===== config.mk =====
export PLATFORM = sky130hd
export DESIGN_NAME = offset_gain_corr
export DESIGN_NICKNAME = d
export VERILOG_FILES = /design/src/rtl/corr_pkg.sv /design/src/rtl/corr_cfg_regs.sv /design/src/rtl/corr_offset_stage.sv /design/src/rtl/corr_saturate.sv /design/src/rtl/corr_scale_stage.sv /design/src/rtl/offset_gain_corr.sv
export SDC_FILE = /design/constraint.sdc
export NUM_CORES = 1
export LEC_CHECK = 0
export BUFFER_PORTS_ARGS = -buffer_cell sky130_fd_sc_hd__buf_2
export CAP_MARGIN = 20
export CORE_MARGIN = 2
export CORE_UTILIZATION = 31
export CTS_CLUSTER_SIZE = 25
export DETAILED_ROUTE_END_ITERATION = 8
export PLACE_DENSITY = 0.57
export SLEW_MARGIN = 10
export SYNTH_ARGS = -nofsm -noshare
export SYNTH_HDL_FRONTEND = slang
export SYNTH_HIERARCHICAL = 1
export SYNTH_SLANG_ARGS = --single-unit

===== constraint.sdc =====
create_clock -name clk -period 9.86 [get_ports clk]
set_input_delay 0 -clock clk [delete_from_list [all_inputs] [get_ports clk]]
set_output_delay 0 -clock clk [all_outputs]
set_load 0.1 [all_outputs]

===== src/rtl/corr_pkg.sv =====
package corr_pkg;
  // Outcome of range check on a scaled value
  typedef enum logic [1:0] {
    SAT_NONE = 2'd0,
    SAT_HIGH = 2'd1,
    SAT_LOW  = 2'd2
  } sat_kind_e;

  function automatic int max_int(input int a, input int b);
    return (a > b) ? a : b;
  endfunction
endpackage


===== src/rtl/corr_cfg_regs.sv =====
module corr_cfg_regs #(
  parameter int OFF_W   = 24,
  parameter int GAIN_W  = 16,
  parameter int SHIFT_W = 8
) (
  input  logic                     clk,
  input  logic                     rst_n,
  input  logic                     load,
  input  logic signed [OFF_W-1:0]  offset_in,
  input  logic [GAIN_W-1:0]        gain_in,
  input  logic [SHIFT_W-1:0]       shift_in,
  output logic signed [OFF_W-1:0]  offset_q,
  output logic [GAIN_W-1:0]        gain_q,
  output logic [SHIFT_W-1:0]       shift_q
);
  localparam logic [GAIN_W-1:0] GAIN_UNITY = GAIN_W'(1);

  always_ff @(posedge clk or negedge rst_n) begin
    if (!rst_n) begin
      offset_q <= '0;
      gain_q   <= GAIN_UNITY;
      shift_q  <= '0;
    end else if (load) begin
      offset_q <= offset_in;
      gain_q   <= gain_in;
      shift_q  <= shift_in;
    end
  end
endmodule


===== src/rtl/corr_offset_stage.sv =====
module corr_offset_stage #(
  parameter int RAW_W     = 24,
  parameter int OFF_W     = 24,
  parameter int GAIN_W    = 16,
  parameter int SHIFT_W   = 8,
  parameter int MAX_SHIFT = 31,
  parameter int SUM_W     = 25,
  parameter int CSH_W     = 5
) (
  input  logic                     clk,
  input  logic                     rst_n,
  input  logic                     adv,
  input  logic                     vin,
  input  logic signed [RAW_W-1:0]  raw,
  input  logic signed [OFF_W-1:0]  offset,
  input  logic [GAIN_W-1:0]        gain,
  input  logic [SHIFT_W-1:0]       shift,
  output logic                     vout,
  output logic signed [SUM_W-1:0]  sum_q,
  output logic [GAIN_W-1:0]        gain_q,
  output logic [CSH_W-1:0]         shift_q
);
  logic signed [SUM_W-1:0] raw_ext, off_ext, sum_d;
  logic [CSH_W-1:0]        shift_c;

  assign raw_ext = SUM_W'(raw);
  assign off_ext = SUM_W'(offset);
  assign sum_d   = raw_ext + off_ext;

  // Shift amounts past the limit collapse onto the limit
  assign shift_c = (shift > SHIFT_W'(MAX_SHIFT)) ? CSH_W'(MAX_SHIFT)
                                                 : shift[CSH_W-1:0];

  always_ff @(posedge clk or negedge rst_n) begin
    if (!rst_n) vout <= 1'b0;
    else if (adv) vout <= vin;
  end

  always_ff @(posedge clk or negedge rst_n) begin
    if (!rst_n) begin
      sum_q   <= '0;
      gain_q  <= '0;
      shift_q <= '0;
    end else if (adv && vin) begin
      sum_q   <= sum_d;
      gain_q  <= gain;
      shift_q <= shift_c;
    end
  end
endmodule


===== src/rtl/corr_saturate.sv =====
module corr_saturate
  import corr_pkg::*;
#(
  parameter int IN_W  = 42,
  parameter int OUT_W = 24
) (
  input  logic signed [IN_W-1:0] value,
  output sat_kind_e              kind
);
  generate
    if (IN_W > OUT_W) begin : g_check
      logic [IN_W-OUT_W:0] top_bits;
      assign top_bits = value[IN_W-1:OUT_W-1];
      always_comb begin
        if ((&top_bits) || !(|top_bits)) kind = SAT_NONE;
        else if (value[IN_W-1])          kind = SAT_LOW;
        else                             kind = SAT_HIGH;
      end
    end else begin : g_fits
      logic unused_sign;
      assign unused_sign = value[IN_W-1];
      assign kind = SAT_NONE;
    end
  endgenerate
endmodule


===== src/rtl/corr_scale_stage.sv =====
module corr_scale_stage
  import corr_pkg::*;
#(
  parameter int SUM_W  = 25,
  parameter int GAIN_W = 16,
  parameter int CSH_W  = 5,
  parameter int PROD_W = 42,
  parameter int OUT_W  = 24
) (
  input  logic                     clk,
  input  logic                     rst_n,
  input  logic                     adv,
  input  logic                     vin,
  input  logic signed [SUM_W-1:0]  sum,
  input  logic [GAIN_W-1:0]        gain,
  input  logic [CSH_W-1:0]         shift,
  output logic                     vout,
  output logic signed [OUT_W-1:0]  data_q
);
  localparam logic signed [OUT_W-1:0] OUT_MAX = {1'b0, {(OUT_W-1){1'b1}}};
  localparam logic signed [OUT_W-1:0] OUT_MIN = {1'b1, {(OUT_W-1){1'b0}}};

  logic signed [PROD_W-1:0] sum_ext, gain_ext, prod, scaled;
  logic signed [OUT_W-1:0]  data_d;
  sat_kind_e                kind;

  assign sum_ext  = PROD_W'(sum);
  assign gain_ext = $signed({{(PROD_W-GAIN_W){1'b0}}, gain});
  assign prod     = sum_ext * gain_ext;
  assign scaled   = prod >>> shift;

  corr_saturate #(.IN_W(PROD_W), .OUT_W(OUT_W)) u_sat (
    .value (scaled),
    .kind  (kind)
  );

  always_comb begin
    case (kind)
      SAT_HIGH: data_d = OUT_MAX;
      SAT_LOW:  data_d = OUT_MIN;
      default:  data_d = scaled[OUT_W-1:0];
    endcase
  end

  always_ff @(posedge clk or negedge rst_n) begin
    if (!rst_n) vout <= 1'b0;
    else if (adv) vout <= vin;
  end

  always_ff @(posedge clk or negedge rst_n) begin
    if (!rst_n) data_q <= '0;
    else if (adv && vin) data_q <= data_d;
  end
endmodule


===== src/rtl/offset_gain_corr.sv =====
module offset_gain_corr
  import corr_pkg::*;
#(
  parameter int RAW_W     = 24,
  parameter int OFF_W     = 24,
  parameter int GAIN_W    = 16,
  parameter int SHIFT_W   = 8,
  parameter int OUT_W     = 24,
  parameter int MAX_SHIFT = 31
) (
  input  logic                     clk,
  input  logic                     rst_n,
  input  logic                     cfg_load,
  input  logic signed [OFF_W-1:0]  cfg_offset,
  input  logic [GAIN_W-1:0]        cfg_gain,
  input  logic [SHIFT_W-1:0]       cfg_shift,
  input  logic                     in_valid,
  output logic                     in_ready,
  input  logic signed [RAW_W-1:0]  in_data,
  output logic                     out_valid,
  input  logic                     out_ready,
  output logic signed [OUT_W-1:0]  out_data
);
  localparam int SUM_W  = max_int(RAW_W, OFF_W) + 1;
  localparam int PROD_W = SUM_W + GAIN_W + 1;
  localparam int CSH_W  = $clog2(MAX_SHIFT + 1);

  logic signed [OFF_W-1:0] off_r;
  logic [GAIN_W-1:0]       gain_r;
  logic [SHIFT_W-1:0]      shift_r;

  logic                    s1_valid, s1_adv, s2_adv;
  logic signed [SUM_W-1:0] s1_sum;
  logic [GAIN_W-1:0]       s1_gain;
  logic [CSH_W-1:0]        s1_shift;

  // Each stage moves when its successor slot is free or being drained
  assign s2_adv   = !out_valid || out_ready;
  assign s1_adv   = !s1_valid || s2_adv;
  assign in_ready = s1_adv;

  corr_cfg_regs #(.OFF_W(OFF_W), .GAIN_W(GAIN_W), .SHIFT_W(SHIFT_W)) u_cfg (
    .clk       (clk),
    .rst_n     (rst_n),
    .load      (cfg_load),
    .offset_in (cfg_offset),
    .gain_in   (cfg_gain),
    .shift_in  (cfg_shift),
    .offset_q  (off_r),
    .gain_q    (gain_r),
    .shift_q   (shift_r)
  );

  corr_offset_stage #(
    .RAW_W(RAW_W), .OFF_W(OFF_W), .GAIN_W(GAIN_W), .SHIFT_W(SHIFT_W),
    .MAX_SHIFT(MAX_SHIFT), .SUM_W(SUM_W), .CSH_W(CSH_W)
  ) u_st1 (
    .clk     (clk),
    .rst_n   (rst_n),
    .adv     (s1_adv),
    .vin     (in_valid),
    .raw     (in_data),
    .offset  (off_r),
    .gain    (gain_r),
    .shift   (shift_r),
    .vout    (s1_valid),
    .sum_q   (s1_sum),
    .gain_q  (s1_gain),
    .shift_q (s1_shift)
  );

  corr_scale_stage #(
    .SUM_W(SUM_W), .GAIN_W(GAIN_W), .CSH_W(CSH_W),
    .PROD_W(PROD_W), .OUT_W(OUT_W)
  ) u_st2 (
    .clk    (clk),
    .rst_n  (rst_n),
    .adv    (s2_adv),
    .vin    (s1_valid),
    .sum    (s1_sum),
    .gain   (s1_gain),
    .shift  (s1_shift),
    .vout   (out_valid),
    .data_q (out_data)
  );
endmodule


==> results by group <==
Clock network
  • Num CTS Buffers: 17
  • Buffer count from post-CTS setup fixing: 0
  • Clock latency reported for the late side of the worst-skew pair: roughly 0.46 ns
  • Total number of H-tree levels: 4
  • CTS tree: yes
  • Number of sinks driven by the clock tree: 120
  • Worst-path clk slew: about 0.070 ns
  • Library cell used as clock root buffer: sky130_fd_sc_hd__clkbuf_16
  • Maximum number of buffers from clock root to sink: 2

Timing
  • Shortest clock period the worst path allows after layout: around 9.4 ns
  • Total Neg Setup Slack: 0 ns
  • Unrepaired setup endpoints after global routing: no
  • Tightest Pin Transition: between 0.8 and 0.9 ns
  • Total count of max-transition violations in the final report: 0
  • Period utilisation layout: between 90 and 100%
  • Final hold violations: 0
  • Clock tree skew after final layout: between 0.01 and 0.015 ns
  • Worst slew margin: between 40% and 50%
  • Maximum clock rate: ~110 MHz
  • Setup violators final: 0
  • Final WS setup: about 0.43 ns

Global route
  • Global-route wire length before repair: 120000 microns
  • Number of global-route vias before repair: between 20000 and 25000
  • GRT Total Usage: 18.3%
  • Total congestion overflow after global routing: 0
  • Largest net degree at the start of global routing: 70
  • Initial antenna violation count: 0

Worst setup path
  • CP Depth: 34
  • R2R depth: 34
  • Critical path launch point type: flip-flop
  • WP buf/inv: 7
  • Required time of the worst setup path: 10.20 ns
  • Worst path slowest cell: sky130_fd_sc_hd__dfrtp_1
  • Worst setup slack for register-to-register paths: ~0.43 ns
  • Top cell family by delay on the critical path: adder cells
  • Biggest cell delay along the critical path: approximately 0.57 ns
  • Maximum fanout along the worst path: 15
  • Reg2reg end: u_st2/data_q[14]
  • FF-to-FF Start: u_st1/sum_q[15]
  • Critical path class: flip-flop to flip-flop
  • Top cell by count, worst path: sky130_fd_sc_hd__fa_1
  • Arrival time of the worst setup path: 9.77 ns
  • Critical Path Sink Type: flip-flop

Placement
  • Port Buf Inserts: slightly above 100
  • HPWL after DPL: between 50000 and 60000 microns
  • Post-place setup slack: 0.0867 ns
  • Routability congestion estimate from global placement: 0.956

Finish
  • Total Nets Final: approximately 3600
  • Ant. Diodes: 0
  • Combined flip-flop and latch cell area: about 0.003 sq mm
  • Layout-stage area growth over the synthesis result: 11.9%
  • Fraction of layout cells with a size suffix above 1: approximately 13%
  • Number of fill cells: approximately 8200
  • Multi-input gate area: around 0.019 sq mm

Yosys
  • Avg Cell Area, Syn: ~8.6 sq um
  • Synthesis Warnings: 6
  • Syn Inst Count: a little under 3000
  • Net count of the mapped netlist: 3483
  • Area of the mapped netlist: 0.0249 sq mm

Floorplan
  • Die area: just over 0.08 sq mm
  • Vertical die dimension: roughly 290 microns
  • Starting utilization of the core area: between 30% and 40%
  • Ports: about 100
  • Core Rows: approximately 100
  • Standard cell core area: ~0.079 sq mm
  • Die width: 287 microns

Drt
  • DRC violations left: 0
  • Number of search-and-repair iterations in the first detailed-routing pass: 6
  • Number of vias per cell after detailed routing: 5.15
  • Post-route antenna net violation count: 0
  • Via count: 20800
  • Drt first-iter violations: around 1500
  • Post-detailed-routing wire length: around 72000 microns
  • Final routed wire length divided by cell count: roughly 18 microns

Worst hold path
  • Worst hold start: in_valid
  • Worst hold-check path type: input pin to flip-flop
  • Hold depth: 3
  • Worst-case hold path end point: u_st1/shift_q[2]

Run status
  • Run status: finished clean

Flow run
  • Max capacitance violation total: 0
-- flip-flops by register name, summed over array words and instances, names as in the netlist --
| name | flops |
|---|---|
| u_cfg/offset_q | 24 |
| u_st1/shift_q | 5 |
| u_cfg/shift_q | 8 |
| u_cfg/gain_q | 16 |
| u_st2/data_q | 24 |
| u_st1/sum_q | 25 |
| u_st1/gain_q | 16 |
| u_st1/vout | 1 |
| u_st2/vout | 1 |
-- routing by layer --
layer	share of wire, %	GRT usage [%]	vias to the layer above	routed length (microns)
met2	49	31.5	554	35500
met1	44	23.9	10600	31600
met5	0	0	-	0
met4	2.9	5.86	0	2080
li1	-	-	9618	-
met3	4.5	1.90	86	3290
-- worst max path at each step --
stage | from | endpoint | slack (ns)
after global placement | u_st1/gain_q[6] | u_st2/data_q[14] | 0.08
after floorplan | u_st1/gain_q[3] | u_st2/data_q[0] | 0.94
final | u_st1/sum_q[15] | u_st2/data_q[14] | 0.43
after global routing | u_st1/gain_q[6] | u_st2/data_q[14] | 0.005
after detailed placement | u_st1/gain_q[6] | u_st2/data_q[14] | 0.09
after CTS | u_st1/gain_q[6] | u_st2/data_q[14] | 0.03
-- cells in the final DEF, fill, tap and decap left out, types with 30 or more instances in the layout --
master                          count
sky130_fd_sc_hd__mux2_2            41
sky130_fd_sc_hd__dlygate4sd3_1     52
sky130_fd_sc_hd__a21oi_1          115
sky130_fd_sc_hd__nand3_1           32
sky130_fd_sc_hd__buf_4             86
sky130_fd_sc_hd__and2_1           173
sky130_fd_sc_hd__mux2i_1           33
sky130_fd_sc_hd__nand4_1           35
sky130_fd_sc_hd__fa_1             391
sky130_fd_sc_hd__inv_1            479
sky130_fd_sc_hd__nor2_1           128
sky130_fd_sc_hd__a21o_1            35
sky130_fd_sc_hd__nand2_1          423
sky130_fd_sc_hd__nor3_1            32
sky130_fd_sc_hd__dfrtp_1          101
sky130_fd_sc_hd__ha_1             128
sky130_fd_sc_hd__o21ai_0           92
sky130_fd_sc_hd__buf_2            101
sky130_fd_sc_hd__xnor2_1           30
-- what timing repair did --
item                                    4_1_cts  5_1_grt
gates resized for setup                       0       28
endpoints found under the setup margin        0       24
hold buffers                                 52        0
hold endpoints to repair                    110        0
-- worst register-to-register path, delay by kind of cell, from the launching register on --
family                   cells  cell delay, ns
flip-flops                   1            0.57
AND/OR/NAND/NOR              7            1.53
XOR/XNOR                     1            0.32
adder cells (fa/ha/maj)      8            3.67
AO/OA/AOI/OAI                9            1.80
multiplexers                 2            0.60
buffers and inverters        7            0.83
-- area by class of cell --
type / count / area share (%)
sequential: 120 / 10.9
clock inverter: 13 / 0.431
inverter: 483 / 6.53
timing repair buffer: 249 / 6.69
multi-input combinational: 2114 / 69.2
clock buffer: 18 / 1.58
tap: 1050 / 4.72
-- per-stage QoR --
step / cell area, sq um / hold WS (ns) / cells / util [%]
6_report: 27800 / 0.0545 / 4047 / 35.1
3_5_place_dp: 26700 / 0.00341 / 3964 / 33.7
5_1_grt: 27800 / 0.0678 / 4047 / 35.1
2_1_floorplan: 24900 / -0.296 / 2885 / -
3_3_place_gp: 26700 / 0.00432 / 3964 / 33.7
4_1_cts: 27800 / 0.0294 / 4047 / 35.0
Power is left out: the tool's default activity adds up to more than one toggle a clock period on the data nets, which glitch-free logic cannot reach.
